[src/rtl/pgwr_pkg.sv]
package pgwr_pkg;
  typedef enum logic [1:0] {
    ST_IDLE = 2'd0,
    ST_LOAD = 2'd1,
    ST_PROG = 2'd2
  } pgwr_state_e;
endpackage

[src/rtl/pgwr_timer.sv]
module pgwr_timer #(
  parameter int CNT_W = 8
) (
  input  logic             clk,
  input  logic             rst_n,
  input  logic             clr,
  output logic [CNT_W-1:0] cnt
);
  logic [CNT_W-1:0] cnt_q, cnt_d;

  always_comb begin
    if (clr) cnt_d = '0;
    else     cnt_d = cnt_q + 1'b1;
  end

  always_ff @(posedge clk or negedge rst_n) begin
    if (!rst_n) cnt_q <= '0;
    else        cnt_q <= cnt_d;
  end

  assign cnt = cnt_q;
endmodule

[src/rtl/pgwr_page_buf.sv]
module pgwr_page_buf #(
  parameter int PAGE_SIZE = 128,
  parameter int DW        = 8,
  localparam int OFS_W    = $clog2(PAGE_SIZE)
) (
  input  logic             clk,
  input  logic             rst_n,
  input  logic             ld_en,
  input  logic [OFS_W-1:0] ld_ofs,
  input  logic [DW-1:0]    ld_data,
  input  logic             clr,
  input  logic [OFS_W-1:0] rd_ofs,
  output logic [DW-1:0]    rd_data,
  output logic             rd_hit
);
  logic [DW-1:0]        mem_q [PAGE_SIZE];
  logic [PAGE_SIZE-1:0] mask_q, mask_d;

  for (genvar i = 0; i < PAGE_SIZE; i++) begin : g_byte
    logic wen;
    assign wen = ld_en && (ld_ofs == OFS_W'(i));
    always_ff @(posedge clk) begin
      if (wen) mem_q[i] <= ld_data;
    end
  end

  always_comb begin
    mask_d = mask_q;
    if (clr)        mask_d = '0;
    else if (ld_en) mask_d[ld_ofs] = 1'b1;
  end

  always_ff @(posedge clk or negedge rst_n) begin
    if (!rst_n) mask_q <= '0;
    else        mask_q <= mask_d;
  end

  assign rd_data = mem_q[rd_ofs];
  assign rd_hit  = mask_q[rd_ofs];

  // an accepted byte is marked for programming
  p_mask_load_r3: assert property (@(posedge clk) disable iff (!rst_n)
    (ld_en && !clr) |=> mask_q[$past(ld_ofs)]);
  // without a load the set of marked bytes cannot grow
  p_mask_hold_r9: assert property (@(posedge clk) disable iff (!rst_n)
    (!ld_en && !clr) |=> ($countones(mask_q) == $countones($past(mask_q))));
endmodule

[src/rtl/pgwr_status.sv]
module pgwr_status #(
  parameter int DW = 8
) (
  input  logic          clk,
  input  logic          rst_n,
  input  logic          cap_en,
  input  logic          cap_msb,
  input  logic [DW-3:0] cap_low,
  input  logic          tog_clr,
  input  logic          rd_stb,
  output logic [DW-1:0] stat
);
  logic          msb_q, msb_d;
  logic [DW-3:0] low_q, low_d;
  logic          tog_q, tog_d;

  always_comb begin
    msb_d = msb_q;
    low_d = low_q;
    if (cap_en) begin
      msb_d = cap_msb;
      low_d = cap_low;
    end
    tog_d = tog_q;
    if (tog_clr)     tog_d = 1'b0;
    else if (rd_stb) tog_d = ~tog_q;
  end

  always_ff @(posedge clk or negedge rst_n) begin
    if (!rst_n) begin
      msb_q <= 1'b0;
      low_q <= '0;
      tog_q <= 1'b0;
    end else begin
      msb_q <= msb_d;
      low_q <= low_d;
      tog_q <= tog_d;
    end
  end

  assign stat = {~msb_q, tog_q, low_q};

  // every status read flips the toggle flag
  p_tog_flip_r8: assert property (@(posedge clk) disable iff (!rst_n)
    (rd_stb && !tog_clr) |=> (tog_q != $past(tog_q)));
  // a new programming period starts with the flag at 0
  p_tog_start_r8: assert property (@(posedge clk) disable iff (!rst_n)
    tog_clr |=> !tog_q);
endmodule

[src/rtl/pgwr_ctrl.sv]
module pgwr_ctrl
  import pgwr_pkg::*;
#(
  parameter int ADDR_W    = 17,
  parameter int DW        = 8,
  parameter int PAGE_SIZE = 128,
  parameter int LOAD_WIN  = 16,
  parameter int PROG_CYC  = 200
) (
  input  logic              clk,
  input  logic              rst_n,
  input  logic [ADDR_W-1:0] host_addr,
  input  logic [DW-1:0]     host_wdata,
  input  logic              host_wr,
  input  logic              host_rd,
  output logic [DW-1:0]     host_rdata,
  output logic              rd_valid,
  output logic              busy,
  output logic [ADDR_W-1:0] arr_addr,
  output logic [DW-1:0]     arr_wdata,
  output logic              arr_we,
  output logic              arr_re,
  input  logic [DW-1:0]     arr_rdata
);
  localparam int OFS_W  = $clog2(PAGE_SIZE);
  localparam int PAGE_W = ADDR_W - OFS_W;
  localparam int CMAX   = (LOAD_WIN > PROG_CYC) ? LOAD_WIN : PROG_CYC;
  localparam int CNT_W  = $clog2(CMAX + 1);
  localparam logic [CNT_W-1:0] WIN_LAST  = CNT_W'(LOAD_WIN - 1);
  localparam logic [CNT_W-1:0] PROG_LAST = CNT_W'(PROG_CYC - 1);
  localparam logic [CNT_W-1:0] SCAN_END  = CNT_W'(PAGE_SIZE);

  pgwr_state_e       st_q, st_d;
  logic [PAGE_W-1:0] page_q, page_d;
  logic [CNT_W-1:0]  cnt;
  logic              cnt_clr;
  logic              accept;
  logic              page_match;
  logic              scanning;
  logic [OFS_W-1:0]  scan_ofs;
  logic [DW-1:0]     buf_data;
  logic              buf_hit;
  logic              buf_clr;
  logic              tog_clr;
  logic [DW-1:0]     stat_byte;
  logic              rv_q, sel_q;
  logic [DW-1:0]     stat_q, stat_d;

  assign busy       = (st_q == ST_PROG);
  assign page_match = (host_addr[ADDR_W-1:OFS_W] == page_q);
  assign accept     = host_wr && ((st_q == ST_IDLE) ||
                                  ((st_q == ST_LOAD) && page_match));

  // next state
  always_comb begin
    st_d   = st_q;
    page_d = page_q;
    case (st_q)
      ST_IDLE: begin
        if (host_wr) begin
          st_d   = ST_LOAD;
          page_d = host_addr[ADDR_W-1:OFS_W];
        end
      end
      ST_LOAD: begin
        if (!accept && (cnt == WIN_LAST)) st_d = ST_PROG;
      end
      ST_PROG: begin
        if (cnt == PROG_LAST) st_d = ST_IDLE;
      end
      default: st_d = ST_IDLE;
    endcase
  end

  always_ff @(posedge clk or negedge rst_n) begin
    if (!rst_n) begin
      st_q   <= ST_IDLE;
      page_q <= '0;
    end else begin
      st_q   <= st_d;
      page_q <= page_d;
    end
  end

  assign cnt_clr = accept || (st_q == ST_IDLE) || (st_d != st_q);

  pgwr_timer #(.CNT_W(CNT_W)) u_timer (
    .clk   (clk),
    .rst_n (rst_n),
    .clr   (cnt_clr),
    .cnt   (cnt)
  );

  // commit scan over the page during the first PAGE_SIZE cycles of programming
  assign scanning = busy && (cnt < SCAN_END);
  assign scan_ofs = cnt[OFS_W-1:0];
  assign buf_clr  = busy && (cnt == PROG_LAST);

  pgwr_page_buf #(.PAGE_SIZE(PAGE_SIZE), .DW(DW)) u_page (
    .clk     (clk),
    .rst_n   (rst_n),
    .ld_en   (accept),
    .ld_ofs  (host_addr[OFS_W-1:0]),
    .ld_data (host_wdata),
    .clr     (buf_clr),
    .rd_ofs  (scan_ofs),
    .rd_data (buf_data),
    .rd_hit  (buf_hit)
  );

  assign arr_we    = scanning && buf_hit;
  assign arr_wdata = buf_data;
  assign arr_addr  = busy ? {page_q, scan_ofs} : host_addr;
  assign arr_re    = host_rd && !busy;

  assign tog_clr = (st_q == ST_LOAD) && (st_d == ST_PROG);

  pgwr_status #(.DW(DW)) u_stat (
    .clk     (clk),
    .rst_n   (rst_n),
    .cap_en  (accept),
    .cap_msb (host_wdata[DW-1]),
    .cap_low (host_wdata[DW-3:0]),
    .tog_clr (tog_clr),
    .rd_stb  (host_rd && busy),
    .stat    (stat_byte)
  );

  // read return path
  always_comb begin
    stat_d = stat_q;
    if (host_rd && busy) stat_d = stat_byte;
  end

  always_ff @(posedge clk or negedge rst_n) begin
    if (!rst_n) begin
      rv_q   <= 1'b0;
      sel_q  <= 1'b0;
      stat_q <= '0;
    end else begin
      rv_q   <= host_rd;
      sel_q  <= host_rd && busy;
      stat_q <= stat_d;
    end
  end

  assign rd_valid   = rv_q;
  assign host_rdata = sel_q ? stat_q : arr_rdata;

  // array writes only inside the programming period
  p_we_in_prog_r6: assert property (@(posedge clk) disable iff (!rst_n)
    arr_we |-> busy);
  // the programming counter never passes its limit
  p_prog_bound_r6: assert property (@(posedge clk) disable iff (!rst_n)
    busy |-> (cnt <= PROG_LAST));
  // the load window counter stays inside the window
  p_win_bound_r5: assert property (@(posedge clk) disable iff (!rst_n)
    (st_q == ST_LOAD) |-> (cnt <= WIN_LAST));
  // every read strobe yields a result one cycle later
  p_rvalid_r2: assert property (@(posedge clk) disable iff (!rst_n)
    host_rd |=> rd_valid);
  // the latched page does not move while programming
  p_page_hold_r11: assert property (@(posedge clk) disable iff (!rst_n)
    (busy && $past(busy)) |-> $stable(page_q));
  // no array read is issued while programming
  p_no_arr_rd_r9: assert property (@(posedge clk) disable iff (!rst_n)
    busy |-> !arr_re);
endmodule

[config.mk]
export PLATFORM = sky130hd
export DESIGN_NAME = pgwr_ctrl
export DESIGN_NICKNAME = d
export VERILOG_FILES = /design/src/rtl/pgwr_pkg.sv /design/src/rtl/pgwr_timer.sv /design/src/rtl/pgwr_page_buf.sv /design/src/rtl/pgwr_status.sv /design/src/rtl/pgwr_ctrl.sv
export SDC_FILE = /design/constraint.sdc
export NUM_CORES = 1
export LEC_CHECK = 0
export ABC_AREA = 0
export CAP_MARGIN = 5
export CORE_MARGIN = 8
export CORE_UTILIZATION = 44
export DETAILED_ROUTE_END_ITERATION = 8
export DONT_BUFFER_PORTS = 1
export GPL_TIMING_DRIVEN = 0
export SETUP_SLACK_MARGIN = 0.4
export SYNTH_ARGS = -nofsm -noshare
export SYNTH_HDL_FRONTEND = slang
export SYNTH_HIERARCHICAL = 1
export SYNTH_SLANG_ARGS = --single-unit
[constraint.sdc]
create_clock -name clk -period 5.1 [get_ports clk]
set_clock_uncertainty 0.2 [all_clocks]
set_input_delay 1.275 -clock clk [delete_from_list [all_inputs] [get_ports clk]]
set_output_delay 1.275 -clock clk [all_outputs]
set_load 0.02 [all_outputs]
==> results.py <==
metrics = {
    "status": {
        "status": "finished, violations left",
        "violations": "setup timing",
    },
    "grt": {
        "grt_antenna_before_repair": 3,
        "overflow": 0,
        "grt_pass1_vias": 24300,
        "globalRouteTotalUtil_pct": 21.0,
        "grt_start_max_net_pins": 167,
        "grt_pass1_wl_um": 177000,
    },
    "routing": {
        "vias": 23900,
        "antenna_left": 0,
        "drtIter0Drc": 2878,
        "wl_um": 124000,
        "wl_per_cell_um": 31.4,
        "vias_per_cell": 6.05,
        "drt_pass1_iterations": 6,
        "drc": 0,
    },
    "yosys": {
        "synth_fa_ha_area_share_pct": 0.0266,
        "syn-mean-instance-area_sq_um": 20.6,
        "ys_warn_count": 6,
        "synth_area_leader_cell": "edfxtp_1",
        "synth_xor_area_share_pct": 0.261,
        "synth_top_family_by_area": "multiplexers",
        "yosysUniqueCellTypes": 45,
        "yosysMostFrequentCell": "edfxtp_1",
        "synth_flop_cell": "edfxtp_1",
        "yosysTopAreaCellShare_pct": 65.5,
        "synth_area_sq_um": 47000,
        "synth_common_cells": "edfxtp_1 (1024), mux4_2 (378), nor2_1 (361)",
        "ys_seq_area_share_pct": 74.3,
        "synthSimpleGateAreaFrac_pct": 4.68,
        "synth_compound_area_share_pct": 0.131,
        "synthMuxAreaShare_pct": 19.2,
        "netlist_top_cells_area": "edfxtp_1 (65%), mux4_2 (18%), dfrtp_1 (8.8%)",
        "synth_nets": 2318,
        "post_synth_inst_count": 2280,
        "synth_edf_count": 1024,
        "async_reset_ff_share_pct": 13.9,
        "ys_seq_elements": 1190,
    },
    "power": {
        "pwr-share-clk_pct": 30.9,
        "p_leak_nw": 17.8,
        "peakVddDrop_uv": 284,
        "switching_power_mw": 8.17,
        "p_sw_share_pct": 29.2,
        "p_seq_share_pct": 39.1,
        "combPwrFrac_pct": 30.0,
        "p_int_mw": 19.8,
        "powerDensity_nw_per_um2": 519,
        "p_total_mw": 28.0,
    },
    "worst_setup_path": {
        "slowest_stage": "mux4_2",
        "worstPathCellList": "buf_12 -> buf_16 -> buf_12 -> buf_12 -> mux4_2 -> mux4_2 -> mux4_2 -> mux2_4",
        "arrival_ns": 3.84,
        "crit_type": "reg -> out",
        "reg2reg_slack_ns": 0.58,
        "crit_path_start_kind": "flip-flop",
        "endpoint_kind": "output port",
        "cpPeakStageDelay_ns": 0.60,
        "critPathMaxFanout": 8,
        "required_ns": 3.62,
    },
    "floorplanning": {
        "ioPinCount": 74,
        "die_w_um": 343,
        "die_y_um": 343,
        "start_util_pct": 44.1,
        "core_sq_um": 106000,
        "fp-row-count": 120,
        "die_area_sq_um": 117000,
    },
    "timing": {
        "fmax_ghz": 0.188,
        "whs_ns": 0.0474,
        "tightest_slew_ns": 1.45,
        "setup_slack_ns": -0.213,
        "rsz0062_at_grt": "true",
        "final-hold-violation-count": 0,
        "setup_viol_count_final": 9,
        "drv_slew": 0,
        "relSlewSlack_pct": 3.62,
        "period_share_pct": 104,
        "fin_crit_ns": 5.31,
    },
    "clock_tree": {
        "htree_levels": 3,
        "cts.clk_slew.worst_paths_ns": 0.07,
        "insertion_delay_ns": 0.72,
        "cts_root_buffer": "clkbuf_16",
        "cts_sinks": 1190,
        "numCtsBuffers": 118,
        "cts_tree": "done",
        "clk_path_buf_depth": 3,
    },
    "place": {
        "io_buffers": 0,
        "place.gp.congestion": 0.846,
        "dp_hpwl_um": 79700,
    },
    "layout": {
        "final_nets": 2480,
        "layout-drive-gt1-share_pct": 31.2,
        "layout-area-overhead-vs-synth_pct": 14.8,
    },
    "run": {
        "max_cap_violations": 0,
    },
    "min_path": {
        "hold_path.class": "in -> async",
    },
}
==> critical path, delay by kind of cell, from the launching register on <==
family / cells / cell delay [ns]
buffers and inverters: 4 / 0.63
DFF: 1 / 0.40
muxes: 4 / 2.04
==> power by group through the flow <==
stage,registers (mW),clock network [mW],logic (mW)
after global placement,11.1,0,7.60
after global routing,11.0,9.18,8.71
after floorplan,11.1,0,4.89
after CTS,10.9,8.83,8.26
after detailed placement,11.1,0,7.68
final,10.9,8.66,8.41
==> cell type report <==
type / instances / area, sq um
repair buffers: 42 / 472
fillers: 8374 / 52500
flip-flops and latches: 1190 / 34900
diodes: 2 / 5.00
inverters: 4 / 15.0
plain buffers: 139 / 1270
clock inverters: 65 / 647
multi-input cells: 947 / 11600
well taps: 1403 / 1760
clock buffers: 157 / 3210
==> kinds of logic (layout without fill, tap and decap cells) <==
family,Yosys count,count (layout)
compound gates,11,11
xor+xnor,14,14
fa+ha+maj,1,1
buf+inv,143,407
flops,1190,1190
mux,419,419
other cells,0,2
simple gates,502,502
==> stage by stage <==
stage | TNS (ns) | setup slack, ns | util [%] | std cells | instance area, sq um
floorplan | 0 | 0.575 | - | 2280 | 47000
global placement | -143.81 | -1.31 | 45.8 | 3683 | 48700
detailed placement | -177.24 | -1.34 | 46.0 | 3699 | 49000
CTS | -1.86 | -0.231 | 50.3 | 3934 | 53600
global route | -1.83 | -0.237 | 50.7 | 3947 | 53900
finish | -1.51 | -0.213 | 50.7 | 3949 | 53900
==> timing repair <==
item,in CTS,in global routing
hold buffers,0,0
pin swaps,5,1
endpoints found under the hold margin,0,0
setup buffers,12,8
gates cloned,1,2
endpoints found under the setup margin,174,225
resized for setup,216,51
==> placed cells by master, fill, tap and decap left out, types with 5 or more instances in the layout <==
| cell | count |
|---|---|
| buf_12 | 20 |
| bufinv_16 | 12 |
| clkinv_2 | 22 |
| nor3_1 | 10 |
| clkinvlp_4 | 5 |
| buf_8 | 5 |
| edfxtp_1 | 1024 |
| clkbuf_8 | 12 |
| clkinv_1 | 20 |
| nand4bb_1 | 9 |
| clkbuf_2 | 15 |
| clkbuf_4 | 13 |
| buf_4 | 30 |
| buf_6 | 17 |
| nor2_2 | 39 |
| dfrtp_1 | 164 |
| nand2_1 | 53 |
| buf_16 | 8 |
| nor3_2 | 22 |
| clkbuf_1 | 79 |
| buf_2 | 8 |
| nor2_1 | 322 |
| mux2_2 | 26 |
| clkbuf_16 | 125 |
| xor2_1 | 12 |
| nand4b_1 | 8 |
| nand3_1 | 5 |
| mux4_2 | 378 |
| mux2_4 | 15 |
==> worst paths after layout <==
check | startpoint | depth (start not counted) | endpoint
min in group clk | u_page/mask_q[108]$_DFFE_PN0P_ | 2 | u_page/mask_q[108]$_DFFE_PN0P_
min reg2reg | u_page/mask_q[108]$_DFFE_PN0P_ | 2 | u_page/mask_q[108]$_DFFE_PN0P_
max in group asynchronous | rst_n | 0 | u_page/mask_q[121]$_DFFE_PN0P_
max reg2reg | page_q[3]$_DFFE_PN0P_ | 8 | u_page/mem_q[109][6]$_DFFE_PP_
max | u_timer/cnt[0]$_DFF_PN0_ | 8 | arr_wdata[2]
min | rst_n | 0 | rd_valid$_DFF_PN0_
==> metal layers <==
metal	GRT usage, %	wire length (um)	up-vias
met5	0	27	-
li1	-	-	9529
met1	28.8	48800	13000
met4	7.16	4680	4
met3	4.89	11200	249
met2	33.3	59400	1121
==> flip-flops by register name (all words and copies together), names as in the netlist <==
register,count
page_q,10
u_stat/low_q,6
u_page/mask_q,128
sel_q,1
u_page/mem_q,1024
u_stat/tog_q,1
rd_valid,1
st_q,2
u_timer/cnt,8
stat_q,8
u_stat/msb_q,1
Note: power is estimated with default switching activity, not from simulation.
